**config.mk**
```make
export PLATFORM = sky130hd
export DESIGN_NAME = clb_cell
export DESIGN_NICKNAME = d
export VERILOG_FILES = /design/src/rtl/clb_pkg.sv /design/src/rtl/clb_in_sel.sv /design/src/rtl/clb_func_gen.sv /design/src/rtl/clb_store.sv /design/src/rtl/clb_cell.sv
export SDC_FILE = /design/constraint.sdc
export NUM_CORES = 1
export LEC_CHECK = 0
export BUFFER_PORTS_ARGS = -buffer_cell sky130_fd_sc_hd__clkbuf_2
export CAP_MARGIN = 40
export CORE_MARGIN = 2
export CORE_UTILIZATION = 45
export DETAILED_ROUTE_END_ITERATION = 16
export HOLD_SLACK_MARGIN = 0.12
export PLACE_DENSITY = 0.81
export SYNTH_ARGS = -nofsm -noshare
export SYNTH_HDL_FRONTEND = slang
export SYNTH_HIERARCHICAL = 1
export SYNTH_SLANG_ARGS = --single-unit
```
**constraint.sdc**
```tcl
create_clock -name clk -period 3.6 [get_ports clk]
set_input_delay 0.36 -clock clk [delete_from_list [all_inputs] [get_ports clk]]
set_output_delay 0.36 -clock clk [all_outputs]
set_load 0.01 [all_outputs]
```
**src/rtl/clb_pkg.sv**
```systemverilog
`timescale 1ns/1ps
package clb_pkg;
   // flip-flop data source codes
   typedef enum logic [1:0] {
      DSRC_F    = 2'd0,
      DSRC_G    = 2'd1,
      DSRC_DIN  = 2'd2,
      DSRC_DIN2 = 2'd3
   } dsrc_e;
endpackage

```
**src/rtl/clb_in_sel.sv**
```systemverilog
`timescale 1ns/1ps
// Picks K table-index bits out of a candidate pool; codes beyond the pool read 0.
module clb_in_sel #(
   parameter int POOL  = 7,
   parameter int SEL_W = 3,
   parameter int K     = 4
) (
   input  logic [POOL-1:0]    pool,
   input  logic [K*SEL_W-1:0] sel,
   output logic [K-1:0]       idx
);
   localparam int EXT = 1 << SEL_W;

   if (EXT <= POOL) begin : g_bad_width
      $error("clb_in_sel: SEL_W too narrow for a constant-zero code");
   end

   logic [EXT-1:0] pool_ext;
   assign pool_ext = {{(EXT-POOL){1'b0}}, pool};

   for (genvar j = 0; j < K; j++) begin : g_bit
      assign idx[j] = pool_ext[sel[j*SEL_W +: SEL_W]];
   end
endmodule

```
**src/rtl/clb_func_gen.sv**
```systemverilog
`timescale 1ns/1ps
// Lookup-table function generator: one wide table or two split tables.
module clb_func_gen #(
   parameter int N_IN  = 5,
   parameter int SEL_W = 3
) (
   input  logic [N_IN-1:0]            lin,
   input  logic                       q1,
   input  logic                       q2,
   input  logic                       wide,
   input  logic [(1<<N_IN)-1:0]       tbl,
   input  logic [(N_IN-1)*SEL_W-1:0]  fsel,
   input  logic [(N_IN-1)*SEL_W-1:0]  gsel,
   output logic                       f,
   output logic                       g
);
   localparam int K    = N_IN - 1;
   localparam int POOL = N_IN + 2;

   logic [POOL-1:0] pool;
   logic [K-1:0]    fidx, gidx;
   logic [N_IN-1:0] ia, ib;

   assign pool = {q2, q1, lin};

   clb_in_sel #(.POOL(POOL), .SEL_W(SEL_W), .K(K)) u_fsel (
      .pool(pool), .sel(fsel), .idx(fidx)
   );
   clb_in_sel #(.POOL(POOL), .SEL_W(SEL_W), .K(K)) u_gsel (
      .pool(pool), .sel(gsel), .idx(gidx)
   );

   always_comb begin
      if (wide) begin
         ia = lin;             // MSB (E) picks the table half
         ib = lin;
      end else begin
         ia = {1'b0, fidx};    // lower half holds F
         ib = {1'b1, gidx};    // upper half holds G
      end
   end

   assign f = tbl[ia];
   assign g = tbl[ib];
endmodule

```
**src/rtl/clb_store.sv**
```systemverilog
`timescale 1ns/1ps
// One cell flip-flop with its data-source multiplexer.
module clb_store
   import clb_pkg::*;
(
   input  logic       clk,
   input  logic       rst,
   input  logic       ce,
   input  logic [1:0] src,
   input  logic       f,
   input  logic       g,
   input  logic       din,
   output logic       q
);
   logic d;

   always_comb begin
      case (dsrc_e'(src))
         DSRC_F:  d = f;
         DSRC_G:  d = g;
         default: d = din;
      endcase
   end

   always_ff @(posedge clk or posedge rst) begin
      if (rst)     q <= 1'b0;
      else if (ce) q <= d;
   end

   // disabled clock enable holds the stored value
   a_r5_hold_when_off: assert property (@(posedge clk) disable iff (rst)
      !ce |=> q == $past(q));

   // din source codes load the direct input
   a_r4_din_load: assert property (@(posedge clk) disable iff (rst)
      (ce && src[1]) |=> q == $past(din));

   // code 0 loads the F function output
   a_r4_f_load: assert property (@(posedge clk) disable iff (rst)
      (ce && src == 2'd0) |=> q == $past(f));
endmodule

```
**src/rtl/clb_cell.sv**
```systemverilog
`timescale 1ns/1ps
// Configurable logic cell: function generator, two flip-flops, output muxes.
module clb_cell #(
   parameter int  N_IN     = 5,
   localparam int K        = N_IN - 1,
   localparam int SEL_W    = $clog2(N_IN + 3),
   localparam int TBL_N    = 1 << N_IN,
   localparam int OFF_TBL  = 1,
   localparam int OFF_FSEL = OFF_TBL + TBL_N,
   localparam int OFF_GSEL = OFF_FSEL + K*SEL_W,
   localparam int OFF_SRC  = OFF_GSEL + K*SEL_W,
   localparam int OFF_OSEL = OFF_SRC + 4,
   localparam int CFG_W    = OFF_OSEL + 2
) (
   input  logic             clk,
   input  logic             glb_rst,
   input  logic             ce,
   input  logic             din,
   input  logic [N_IN-1:0]  lin,
   input  logic [CFG_W-1:0] cfg,
   output logic             x_out,
   output logic             y_out
);
   if (N_IN < 2 || N_IN > 8) begin : g_bad_nin
      $error("clb_cell: N_IN must lie in 2..8");
   end

   logic             f, g;
   logic [1:0]       q, comb, outv;
   logic [TBL_N-1:0] tbl_w;

   assign tbl_w = cfg[OFF_TBL +: TBL_N];

   clb_func_gen #(.N_IN(N_IN), .SEL_W(SEL_W)) u_fgen (
      .lin  (lin),
      .q1   (q[0]),
      .q2   (q[1]),
      .wide (cfg[0]),
      .tbl  (tbl_w),
      .fsel (cfg[OFF_FSEL +: K*SEL_W]),
      .gsel (cfg[OFF_GSEL +: K*SEL_W]),
      .f    (f),
      .g    (g)
   );

   assign comb = {g, f};

   for (genvar i = 0; i < 2; i++) begin : g_ff
      clb_store u_ff (
         .clk (clk),
         .rst (glb_rst),
         .ce  (ce),
         .src (cfg[OFF_SRC + 2*i +: 2]),
         .f   (f),
         .g   (g),
         .din (din),
         .q   (q[i])
      );
      assign outv[i] = cfg[OFF_OSEL + i] ? q[i] : comb[i];
   end

   assign x_out = outv[0];
   assign y_out = outv[1];

   // wide mode reads the full table on both combinational outputs
   a_r1_wide_table: assert property (@(posedge clk) disable iff (glb_rst)
      (cfg[0] && !cfg[OFF_OSEL] && !cfg[OFF_OSEL+1])
         |-> (x_out == tbl_w[lin] && y_out == x_out));

   // registered X shows what Q1 captured from G
   a_r7_x_reg_from_g: assert property (@(posedge clk) disable iff (glb_rst)
      (cfg[OFF_OSEL] && ce && cfg[OFF_SRC +: 2] == 2'd1) |=> x_out == $past(g));

   // registered Y shows what Q2 captured from din
   a_r7_y_reg_from_din: assert property (@(posedge clk) disable iff (glb_rst)
      (cfg[OFF_OSEL+1] && ce && cfg[OFF_SRC+3]) |=> y_out == $past(din));
endmodule

```
==> impl_metrics.py <==
metrics = {
    "run_status": {
        "status": "finished, final reports clean",
    },
    "detailed_routing": {
        "drtAntennaViolNets": 0,
        "firstDrtPassIters": 4,
        "vias": 1528,
        "via_per_inst": 6.16,
        "dr.first_iter.drc_count": 79,
        "wl_per_cell_um": 16.5,
        "routed_wl_um": 4080,
        "drc": 0,
    },
    "sta": {
        "finalHoldViolCount": 0,
        "worst_slew_pin_slew_ns": 0.525,
        "whs_ns": 0.420,
        "grt_setup_unrepaired": "true",
        "setup_viol": 0,
        "slew_viol_final": 0,
        "worst_slew_margin_rel": 0.649,
        "finalClockSkew_ns": 0.00394,
        "post-route-period-util": 0.994,
        "fin_crit_ns": 3.58,
        "max_freq_mhz": 279,
        "fin_setup_tns_ns": 0,
    },
    "yosys": {
        "syn_inst": 130,
        "yosys_register_bits": 2,
        "ys_types": 28,
        "netlist_area_um2": 1310,
        "synth_most_common_cell": "mux2i_1",
        "ys_async_sr_fraction": 1.00,
        "synth_edf_count": 0,
        "ys_seq_area_frac": 0.0381,
        "synthTopCellsByArea": "mux2i_1 26%, mux4_2 17%, mux4_1 12%, mux2_2 8.6%, o22ai_1 4.3%",
        "synth.top_cells.by_count": "34 x mux2i_1, 13 x nand2_1, 10 x mux2_2, 10 x mux4_2, 9 x o22ai_1",
        "synth_top_area_cell": "mux2i_1",
        "syn_nets": 202,
        "ys_warn_count": 6,
        "synth_top_flop_cell": "dfrtp_1",
        "synth_top_area_frac": 0.259,
        "postSynthAreaPerCell_um2": 10.1,
    },
    "critical_path": {
        "worst-path-buf-inv": 1,
        "cp-start-kind": "flop",
        "required_ns": 3.24,
        "crit_fanout": 5,
        "cpPeakStageDelay_ns": 0.55,
        "cp_slowest_cell": "mux4_2",
        "path_class": "reg -> out",
        "endpoint_kind": "primary output",
        "path_common_cell": "mux2_4",
        "cpLargestDelayFamily": "multiplexers",
        "crit_chain": "mux4_2 > mux2_4 > mux2i_4 > mux4_2 > mux2_4 > a22oi_2 > o211ai_1 > mux2_4 > clkbuf_2",
        "cp.arrival_ns": 3.22,
    },
    "final_layout": {
        "largestRegisters": "g_ff.u_ff/q: 2 flops",
        "instances_no_fill": 248,
        "final_core_util": 0.665,
        "final_area_um2": 1830,
        "drive_gt1_frac": 0.539,
        "regMostFlops": "g_ff.u_ff/q",
        "n_antenna_cell": 0,
        "nets": 291,
        "largest_register_ffs": 2,
        "syn2layout_area_growth_pct": 39.6,
    },
    "cts": {
        "cts-buffers-inserted": 3,
        "clk_path_buf_depth": 2,
        "clockRootBuffer": "clkbuf_4",
        "tritoncts": "done",
        "clk_pin_slew_worst_paths_ns": 0.03,
        "htree_levels": 1,
        "clkLatencyLatePin_ns": 0.23,
        "cts.sinks": 2,
    },
    "floorplanning": {
        "initial_core_util": 0.476,
        "die_y_um": 58.0,
        "rows": 19,
        "io_pins": 74,
        "core_um2": 2760,
        "die-area_um2": 3370,
        "die_x_um": 58.0,
    },
    "place": {
        "post-dp-hpwl_um": 3290,
        "placed_area_um2": 1770,
        "io_buffers": 73,
        "post-place-cells": 241,
        "gp_congestion": 0.877,
    },
    "global_routing": {
        "overflow": 0,
        "grt_pass1_wl_um": 6510,
        "grt_pass1_vias": 1511,
        "grt_max_degree": 18,
        "antenna_found_initial": 0,
        "grtUsageTotal": 0.251,
    },
    "power_and_ir_drop": {
        "power_frac_seq": 0.076,
        "combPwrFrac": 0.804,
        "p_clk_frac": 0.120,
        "internal_power_w": 0.000244,
        "power.density_nw_per_um2": 222,
        "leakage_nw": 0.927,
        "switchingPower_w": 0.000162,
        "ir_drop_v": 0.000208,
        "switching_share": 0.400,
    },
    "run": {
        "drv_cap": 0,
    },
    "worst_hold_path": {
        "hold_path_class": "in -> reg",
    },
}
==> layout by cell type (no fill, tap or decap), types with 4 or more instances in the layout <==
cell	instances
clkbuf_2	73
mux2i_1	33
nand2_1	13
mux4_2	13
buf_4	12
o22ai_1	9
mux2_2	8
nand2b_1	6
inv_1	5
mux2_4	4
nand3_1	4
o211ai_1	4
==> logic make-up after synthesis <==
group | share of synthesized area
compound gates | 0.130
flops | 0.0381
buf+inv | 0.0314
mux | 0.676
simple gates | 0.125
==> final timing paths <==
path | start | endpoint | slack [ns] | depth (start not counted)
max | g_ff[1].u_ff/q | y_out | 0.02 | 9
min | cfg[60] | g_ff[1].u_ff/q | 0.42 | 3
max reg2reg | g_ff[1].u_ff/q | g_ff[1].u_ff/q | 0.35 | 11
min reg2reg | g_ff[1].u_ff/q | g_ff[1].u_ff/q | 0.72 | 3
max in group asynchronous | glb_rst | g_ff[1].u_ff/q | 2.97 | 3
min in group asynchronous | glb_rst | g_ff[0].u_ff/q | 0.53 | 3
==> worst min-delay path, cell delays in order <==
cell and delay [ns]:
clkbuf_2 0.08, nand3_1 0.07, o211ai_1 0.09
==> metal layers <==
| layer | share of wire | global-route usage | vias up |
|---|---|---|---|
| met3 | 0.089 | 0.0558 | 4 |
| met5 | 0 | 0 | - |
| met1 | 0.40 | 0.298 | 715 |
| met4 | 0.0069 | 0.0963 | 0 |
| met2 | 0.51 | 0.440 | 80 |
| li1 | - | - | 729 |
==> through the flow <==
step           setup slack, ns  total power (W)
4_1_cts               0.000169         0.000398
6_report                0.0218         0.000406
3_3_place_gp            0.0862         0.000327
5_1_grt                -0.0830         0.000438
3_5_place_dp            0.0313         0.000332
2_1_floorplan            0.257         0.000220
==> layout make-up <==
cell class	instances	area, um2
clock buffers	3	22.5
fillers	247	923
inverters	5	18.8
multi-input cells	120	1230
flip-flops and latches	2	50.0
well taps	31	38.8
repair buffers	87	477
==> power by group through the flow <==
stage | clock network (W) | logic, W | registers (W)
after floorplan | 0 | 0.000187 | 0.0000336
after global placement | 0 | 0.000296 | 0.0000306
after detailed placement | 0 | 0.000301 | 0.0000305
after CTS | 0.0000500 | 0.000318 | 0.0000303
after global routing | 0.0000558 | 0.000351 | 0.0000310
final | 0.0000490 | 0.000327 | 0.0000307
==> timing repair <==
| action | in CTS | in global routing |
|---|---|---|
| setup buffers | 2 | 1 |
| gates resized for setup | 5 | 3 |
| hold endpoints to repair | 2 | 0 |
| pin swaps | 1 | 1 |
| hold buffers | 1 | 0 |
| setup endpoints to repair | 1 | 2 |
Power figures use the tool's default switching activity.
